[src/rtl/uart_fifo_irq_ctrl.sv]
module uart_fifo_irq_ctrl #(
  parameter int DEPTH    = 128,
  parameter int TO_TICKS = 4,
  parameter int TX_RESET_LEVEL = 16,
  localparam int CW = $clog2(DEPTH + 1),
  localparam int TW = $clog2(TO_TICKS + 1)
) (
  input  logic          clk,
  input  logic          rst_n,
  input  logic          ctl_wr,
  input  logic          ctl_fifo_en,
  input  logic [1:0]    ctl_rx_code,
  input  logic [1:0]    ctl_tx_code,
  input  logic          mode_wr,
  input  logic          mode_enh,
  input  logic [CW-1:0] rx_count,
  input  logic [CW-1:0] tx_count,
  input  logic          rx_char,
  input  logic          rx_read,
  input  logic          tx_write,
  input  logic          char_tick,
  output logic          irq_rx_data,
  output logic          irq_rx_timeout,
  output logic          irq_tx_thresh
);

  function automatic logic [CW-1:0] code_level(input logic [1:0] c);
    case (c)
      2'd0:    return CW'(8);
      2'd1:    return CW'(16);
      2'd2:    return CW'(24);
      default: return CW'(28);
    endcase
  endfunction

  logic          fifo_en_q, enh_q, tx_armed_q, to_flag_q;
  logic [1:0]    rx_code_q, tx_code_q;
  logic [TW-1:0] to_cnt_q;
  logic [CW-1:0] rx_level, tx_level;
  logic          rx_below, to_restart;

  assign rx_level   = code_level(rx_code_q);
  assign tx_level   = enh_q ? code_level(tx_code_q) : CW'(TX_RESET_LEVEL);
  assign rx_below   = (rx_count != '0) && (rx_count < rx_level);
  assign to_restart = !fifo_en_q || rx_count == '0 || rx_char || rx_read;

  always_ff @(posedge clk or negedge rst_n) begin
    if (!rst_n) begin
      fifo_en_q <= 1'b0;
      rx_code_q <= 2'd0;
      tx_code_q <= 2'd1;
      enh_q     <= 1'b0;
    end else begin
      if (ctl_wr) begin
        fifo_en_q <= ctl_fifo_en;
        rx_code_q <= ctl_rx_code;
        tx_code_q <= ctl_tx_code;
      end
      if (mode_wr) enh_q <= mode_enh;
    end
  end

  always_ff @(posedge clk or negedge rst_n) begin
    if (!rst_n)                        to_cnt_q <= '0;
    else if (to_restart)               to_cnt_q <= '0;
    else if (char_tick && to_cnt_q != TW'(TO_TICKS))
                                       to_cnt_q <= to_cnt_q + 1'b1;
  end

  always_ff @(posedge clk or negedge rst_n) begin
    if (!rst_n)                        to_flag_q <= 1'b0;
    else if (!fifo_en_q || rx_read)    to_flag_q <= 1'b0;
    else if (!to_restart && char_tick && rx_below && to_cnt_q == TW'(TO_TICKS - 1))
                                       to_flag_q <= 1'b1;
  end

  always_ff @(posedge clk or negedge rst_n) begin
    if (!rst_n)                        tx_armed_q <= 1'b1;
    else if (tx_write)                 tx_armed_q <= 1'b0;
    else if (tx_count > tx_level)      tx_armed_q <= 1'b1;
  end

  assign irq_rx_data    = fifo_en_q && (rx_count >= rx_level);
  assign irq_rx_timeout = fifo_en_q && to_flag_q;
  assign irq_tx_thresh  = fifo_en_q && tx_armed_q && (tx_count <= tx_level);

endmodule


[config.mk]
export PLATFORM = sky130hd
export DESIGN_NAME = uart_fifo_irq_ctrl
export DESIGN_NICKNAME = d
export VERILOG_FILES = /design/src/rtl/uart_fifo_irq_ctrl.sv
export SDC_FILE = /design/constraint.sdc
export NUM_CORES = 1
export LEC_CHECK = 0
export ABC_CLOCK_PERIOD_IN_PS = 4350
export BUFFER_PORTS_ARGS = -buffer_cell sky130_fd_sc_hd__buf_2
export CAP_MARGIN = 25
export CELL_PAD_IN_SITES_DETAIL_PLACEMENT = 0
export CELL_PAD_IN_SITES_GLOBAL_PLACEMENT = 1
export CORE_UTILIZATION = 35
export CTS_CLUSTER_DIAMETER = 60
export CTS_CLUSTER_SIZE = 30
export DETAILED_ROUTE_END_ITERATION = 8
export GPL_TIMING_DRIVEN = 0
export PLACE_DENSITY_LB_ADDON = 0.12
export SETUP_SLACK_MARGIN = 0.4
export SLEW_MARGIN = 20
export SYNTH_ARGS = -nofsm -noshare
export SYNTH_HDL_FRONTEND = slang
export SYNTH_SLANG_ARGS = --single-unit
[constraint.sdc]
create_clock -name clk -period 4.35 [get_ports clk]
set_input_delay 0.2175 -clock clk [delete_from_list [all_inputs] [get_ports clk]]
set_output_delay 0.2175 -clock clk [all_outputs]
set_load 0.05 [all_outputs]
# After elaboration in Yosys (flattened, before gate mapping)
# Index checks and enable logic that the tools add are counted.
[classes] n_addsub=1 order_cmp=4 eq_ne=6 muxes=9 n_reduce_logical=22
[op_table] op="case mux 5 bit (3 select lines)" count=2
[op_table] op="logical AND 1 bit" count=9
[op_table] op="greater-or-equal comparator 8 x 5 -> 1 bit" count=1
[op_table] op="greater-than comparator 8 bit" count=1
[op_table] op="<= comparator 8 bit" count=1
[op_table] op="zero test 8 bit" count=1
[op_table] op="< comparator 8 bit" count=1
[op_table] op="two-way mux 8 bit" count=1
[op_table] op="nonzero test 8 bit" count=1
[op_table] op="two-way mux 3 bit" count=2
[op_table] op="nonzero test 2 bit" count=3
[op_table] op="equality test 2 x 1 -> 1 bit, second input constant" count=2
[op_table] op="equality test 2 bit, second input constant" count=2
[op_table] op="zero test 2 bit" count=2
[op_table] op="logical OR 1 bit" count=4
[op_table] op="two-way mux 1 bit" count=4
[op_table] op="adder 3 x 1 -> 3 bit, second input constant" count=1
[op_table] op="equality test 3 x 2 -> 1 bit, second input constant" count=1
[op_table] op="inequality test 3 bit, second input constant" count=1
[op_table] op="zero test 1 bit" count=2
[totals] regBits=11 input_bits=30 out_inout_bits=3 word_cells=49

# Depth between registers and ports, before layout
[depth] depth_word=10 mapped_depth=7 depth_no_buf=7

# Worst setup path after synthesis
# No wires, ideal clock.
[synth_path] path_type="register to output" start="register tx_code_q[0]" end="output irq_tx_thresh" arrival_ps=1891 required_time_ps=4133 setup_slack_ps=2241 stages_incl_launch_ff=8 path_buffers=0 cell_sequence="dfstp_2 inv_1 o21ai_0 ha_1 nor2b_1 o21a_1 o21ai_0 and4_1"
[synth_between] elab_chain_cells=5 elab_cells_between_ends=7 classes_between="order compare: 1; eq/ne: 2; mux: 2; reduce/logical: 2"
[synth_rtl] item="from (decl)" line="37" rtl="logic [1:0] rx_code_q, tx_code_q;"
[synth_rtl] item="from (signal assigned)" line="57" rtl="tx_code_q <= ctl_tx_code;"
[synth_rtl] item="equality test 2 bit (tied with other cells)" line="28" rtl="case (c)"
[synth_rtl] item="case mux 5 bit (3 select lines) (*)" line="28"
[synth_rtl] item="two-way mux 8 bit (*)" line="43" rtl="assign tx_level = enh_q ? code_level(tx_code_q) : CW'(TX_RESET_LEVEL);"
[synth_rtl] item="<= comparator 8 bit (*)" line="85" rtl="assign irq_tx_thresh = fifo_en_q && tx_armed_q && (tx_count <= tx_level);"
[synth_rtl] item="logical AND 1 bit (*)" line="85"
[synth_rtl] item="to (decl)" line="24" rtl="output logic irq_tx_thresh"
# Every way passes the cells marked *; elsewhere a longest branch is shown, timed or not.

# Worst setup path in the final report
# Ends and elaborated chain as after synthesis.

==> impl_summary.txt <==
----------------------------------------------------
[Clocking]
  Clock latency on the worst-skew pair ... 0.26 ns
  Root buf cell ... clkbuf_4
  Number of clock buffers inserted by TritonCTS ... 3
  Buffers from clock root to sink, at most ... 2
  Clock Sink Count ... 11
  Max H-tree Level ... 1
  CTS clock-pin slew for the worst setup and hold paths ... 0.06 ns
  CTS tree ... done

[Critical path]
  Crit path buffers/inverters ... 2
  Critical path required time ... 4.13 ns
  CP delay by family, top ... flip-flops
  Maximum net fanout on the critical path ... 3
  Stage delay of the slowest cell on the critical path ... 0.54 ns
  Startpoint Class ... flop
  Launching element of the worst setup path ... tx_code_q[0]
  Cell repeated most along the worst path ... o21ai_0
  Worst Path Class, Setup ... reg2out
  Cell chain of the critical path ... inv_1 -> o21ai_0 -> ha_1 -> nor2b_1 -> o21a_1 -> o21ai_0 -> and4_1 -> buf_2
  Critical Path End Type ... primary output
  Arrival time at the worst endpoint ... 2.22 ns
  Cell type of the slowest stage on the worst timing path ... dfstp_2
  Launch point of the worst reg-to-reg path ... tx_code_q[0]
  Depth of the worst register-to-register path ... 7
  Number of gates on the worst path with buffers counted ... 8

[Synth]
  Share of async-settable or async-resettable flops after synthesis ... 100%
  Total of flip-flops plus latches after synthesis ... 11
  Library cell occupying the most area in the post-synthesis netlist ... dfrtp_1
  Most used flip-flop cell after synthesis ... dfrtp_1
  Number of synthesized flops with an enable pin ... 0
  Count of cell types in the netlist ... 28
  Largest cells by area after synthesis ... dfrtp_1 31%, ha_1 15%, mux2_2 7.7%, dfstp_2 7.2%, inv_1 4.1%
  Syn Nets ... 111
  Synthesized area per cell ... 10.1 µm²
  Synthesized cell area ... 728 µm²
  Synth top area share ... 30.9%
  Sequential share of the synthesized area ... 38.1%
  Most frequent cells after synthesis ... 9 x dfrtp_1, 9 x ha_1, 8 x inv_1
  Warnings from Yosys ... 0
  Post-synthesis cell count ... 72

[Placement]
  HPWL after detailed placement ... 1.18 mm
  Final RePlAce weighted congestion ... 0.661
  Quantity of I/O buffers inserted on ports ... 32
  DP Worst Slack ... 2.17 ns

[STA]
  Worst-margin pin slew ... 0.371 ns
  Fmax achieved ... 0.411 GHz
  Setup slack after layout ... 1.91 ns
  Layout Skew ... 0.00175 ns
  Period utilization ... 56.0%
  Final Max Tran Viols ... 0
  Relative max-transition margin ... 75.0%
  Time the worst path needs with I/O delays and setup ... 2.44 ns
  Setup repair after global routing missed its margin ... false
  Setup violation total in the final timing report ... 0
  Final hold violation count ... 0
  Sum of negative setup slack ... 0 ns

[Global routing]
  Busiest layer in global routing ... met2
  GR Util met3 ... 2.26%
  Initial antenna violation count ... 0
  Vias in the first global route ... 533
  Largest net degree at the start of global routing ... 12
  Global-route met2 utilization ... 20.8%
  Gr usage total ... 13.7%
  Global-route wire length before repair ... 2.18 mm
  GRT Residual Overflow ... 0
  GR Util met1 ... 19.8%

[Die]
  Vertical extent of the die ... 47.6 µm
  Row Count ... 16
  Die area ... 2270 µm²
  Effective utilization at floorplan ... 37.1%
  Area of the core ... 1960 µm²
  IO Pins ... 33
  Chip width ... 47.6 µm

[Cells and area]
  Filler instances ... 220
  Net count reported at finish ... 149
  Fraction of final layout cells sized beyond drive strength 1 ... 42.2%
  N_diodes ... 0
  Area growth from synthesis to final layout ... 31.6%

[Routing]
  Count of antenna-violating nets left after detailed routing ... 0
  Number of DRC markers in iteration 0 ... 3
  Detail-routed via count per cell ... 4.65
  Routed wirelength normalized by instance count ... 10.2 µm
  Detailed-router iteration count before antenna repair ... 2
  DRC violations left ... 0
  Vias after detailed routing ... 632
  Detailed-route wire length ... 1.39 mm

[Pwr]
  Static leakage ... 0.000476 µW
  Peak supply drop ... 0.172 mV
  Power density normalized to cell area ... 248 nW/µm²

[Job]
  Reported max-cap violation count ... 0

[Worst hold path]
  Class of the tightest hold or removal check ... in2reg
  Hold Path Depth ... 2
  Worst min-delay path startpoint ... tx_write

[Run status]
  Run status ... completed

----------------------------------------------------
-- logic make-up (layout without fill, tap and decap cells) --
| kind of cell | Yosys count | after routing | share of synthesized area, % |
|---|---|---|---|
| simple gates | 25 | 25 | 20.4 |
| compound gates | 13 | 13 | 12.9 |
| flops | 11 | 11 | 38.1 |
| fa+ha+maj | 9 | 9 | 15.5 |
| buf+inv | 8 | 45 | 4.12 |
| mux | 5 | 5 | 7.73 |
| xor+xnor | 1 | 1 | 1.20 |
-- state kept, by name (all words and copies together) (netlist names) --
| name | flops |
|---|---|
| tx_armed_q | 1 |
| tx_code_q | 2 |
| rx_code_q | 2 |
| to_cnt_q | 3 |
| to_flag_q | 1 |
| fifo_en_q | 1 |
| enh_q | 1 |
-- routing by layer --
layer | wire, µm | part of all wire [%]
met5 | 0 | 0
met4 | 0 | 0
met3 | 82 | 5.9
met2 | 652 | 47
met1 | 649 | 47
-- metrics by stage --
stage | hold slack (ns) | area (µm²) | power (µW) | instances | util [%]
after floorplan | -0.0781 | 728 | 150 | 72 | -
after global placement | 0.0943 | 922 | 173 | 131 | 47.0
after detailed placement | 0.0949 | 922 | 175 | 131 | 47.0
after CTS | 0.0652 | 958 | 243 | 136 | 48.9
after global routing | 0.0628 | 958 | 257 | 136 | 48.9
final | 0.0720 | 958 | 237 | 136 | 48.9
-- power by group --
group	switching, µW	internal [µW]	total, µW
Clock	29.6	35.4	65.0
Sequential	5.89	110	116
Combinational	27.0	29.7	56.7
-- final timing paths --
kind	slack, ns	to
min reg2reg	0.48	tx_armed_q
min	0.07	tx_armed_q
max in group asynchronous	3.74	tx_armed_q
max reg2reg	2.64	tx_armed_q
max	1.91	irq_tx_thresh
min in group asynchronous	0.35	fifo_en_q
-- cell type report --
type	instances	area [µm²]	area share, %
clock buffers	4	26.3	2.74
well taps	27	33.8	3.52
inverters	8	30.0	3.13
multi-input cells	53	420	43.9
repair buffers	33	170	17.8
flip-flops and latches	11	278	29.0
-- repair_timing --
| action | CTS | global route |
|---|---|---|
| hold buffers | 1 | 0 |
| setup buffers | 0 | 0 |
| resized for setup | 0 | 0 |
| hold endpoints to repair | 9 | 0 |
-- placed cells by master, fill, tap and decap left out, drive strengths merged, types with 3 or more instances in the layout --
cell type | synthesis | final
buf | 0 | 32
clkbuf | 0 | 4
dfrtp | 9 | 9
ha | 9 | 9
inv | 8 | 8
mux2 | 5 | 5
nor2 | 5 | 5
nor2b | 3 | 3
o21ai | 5 | 5
or4 | 3 | 3
Note: power is estimated with default switching activity, not from simulation.
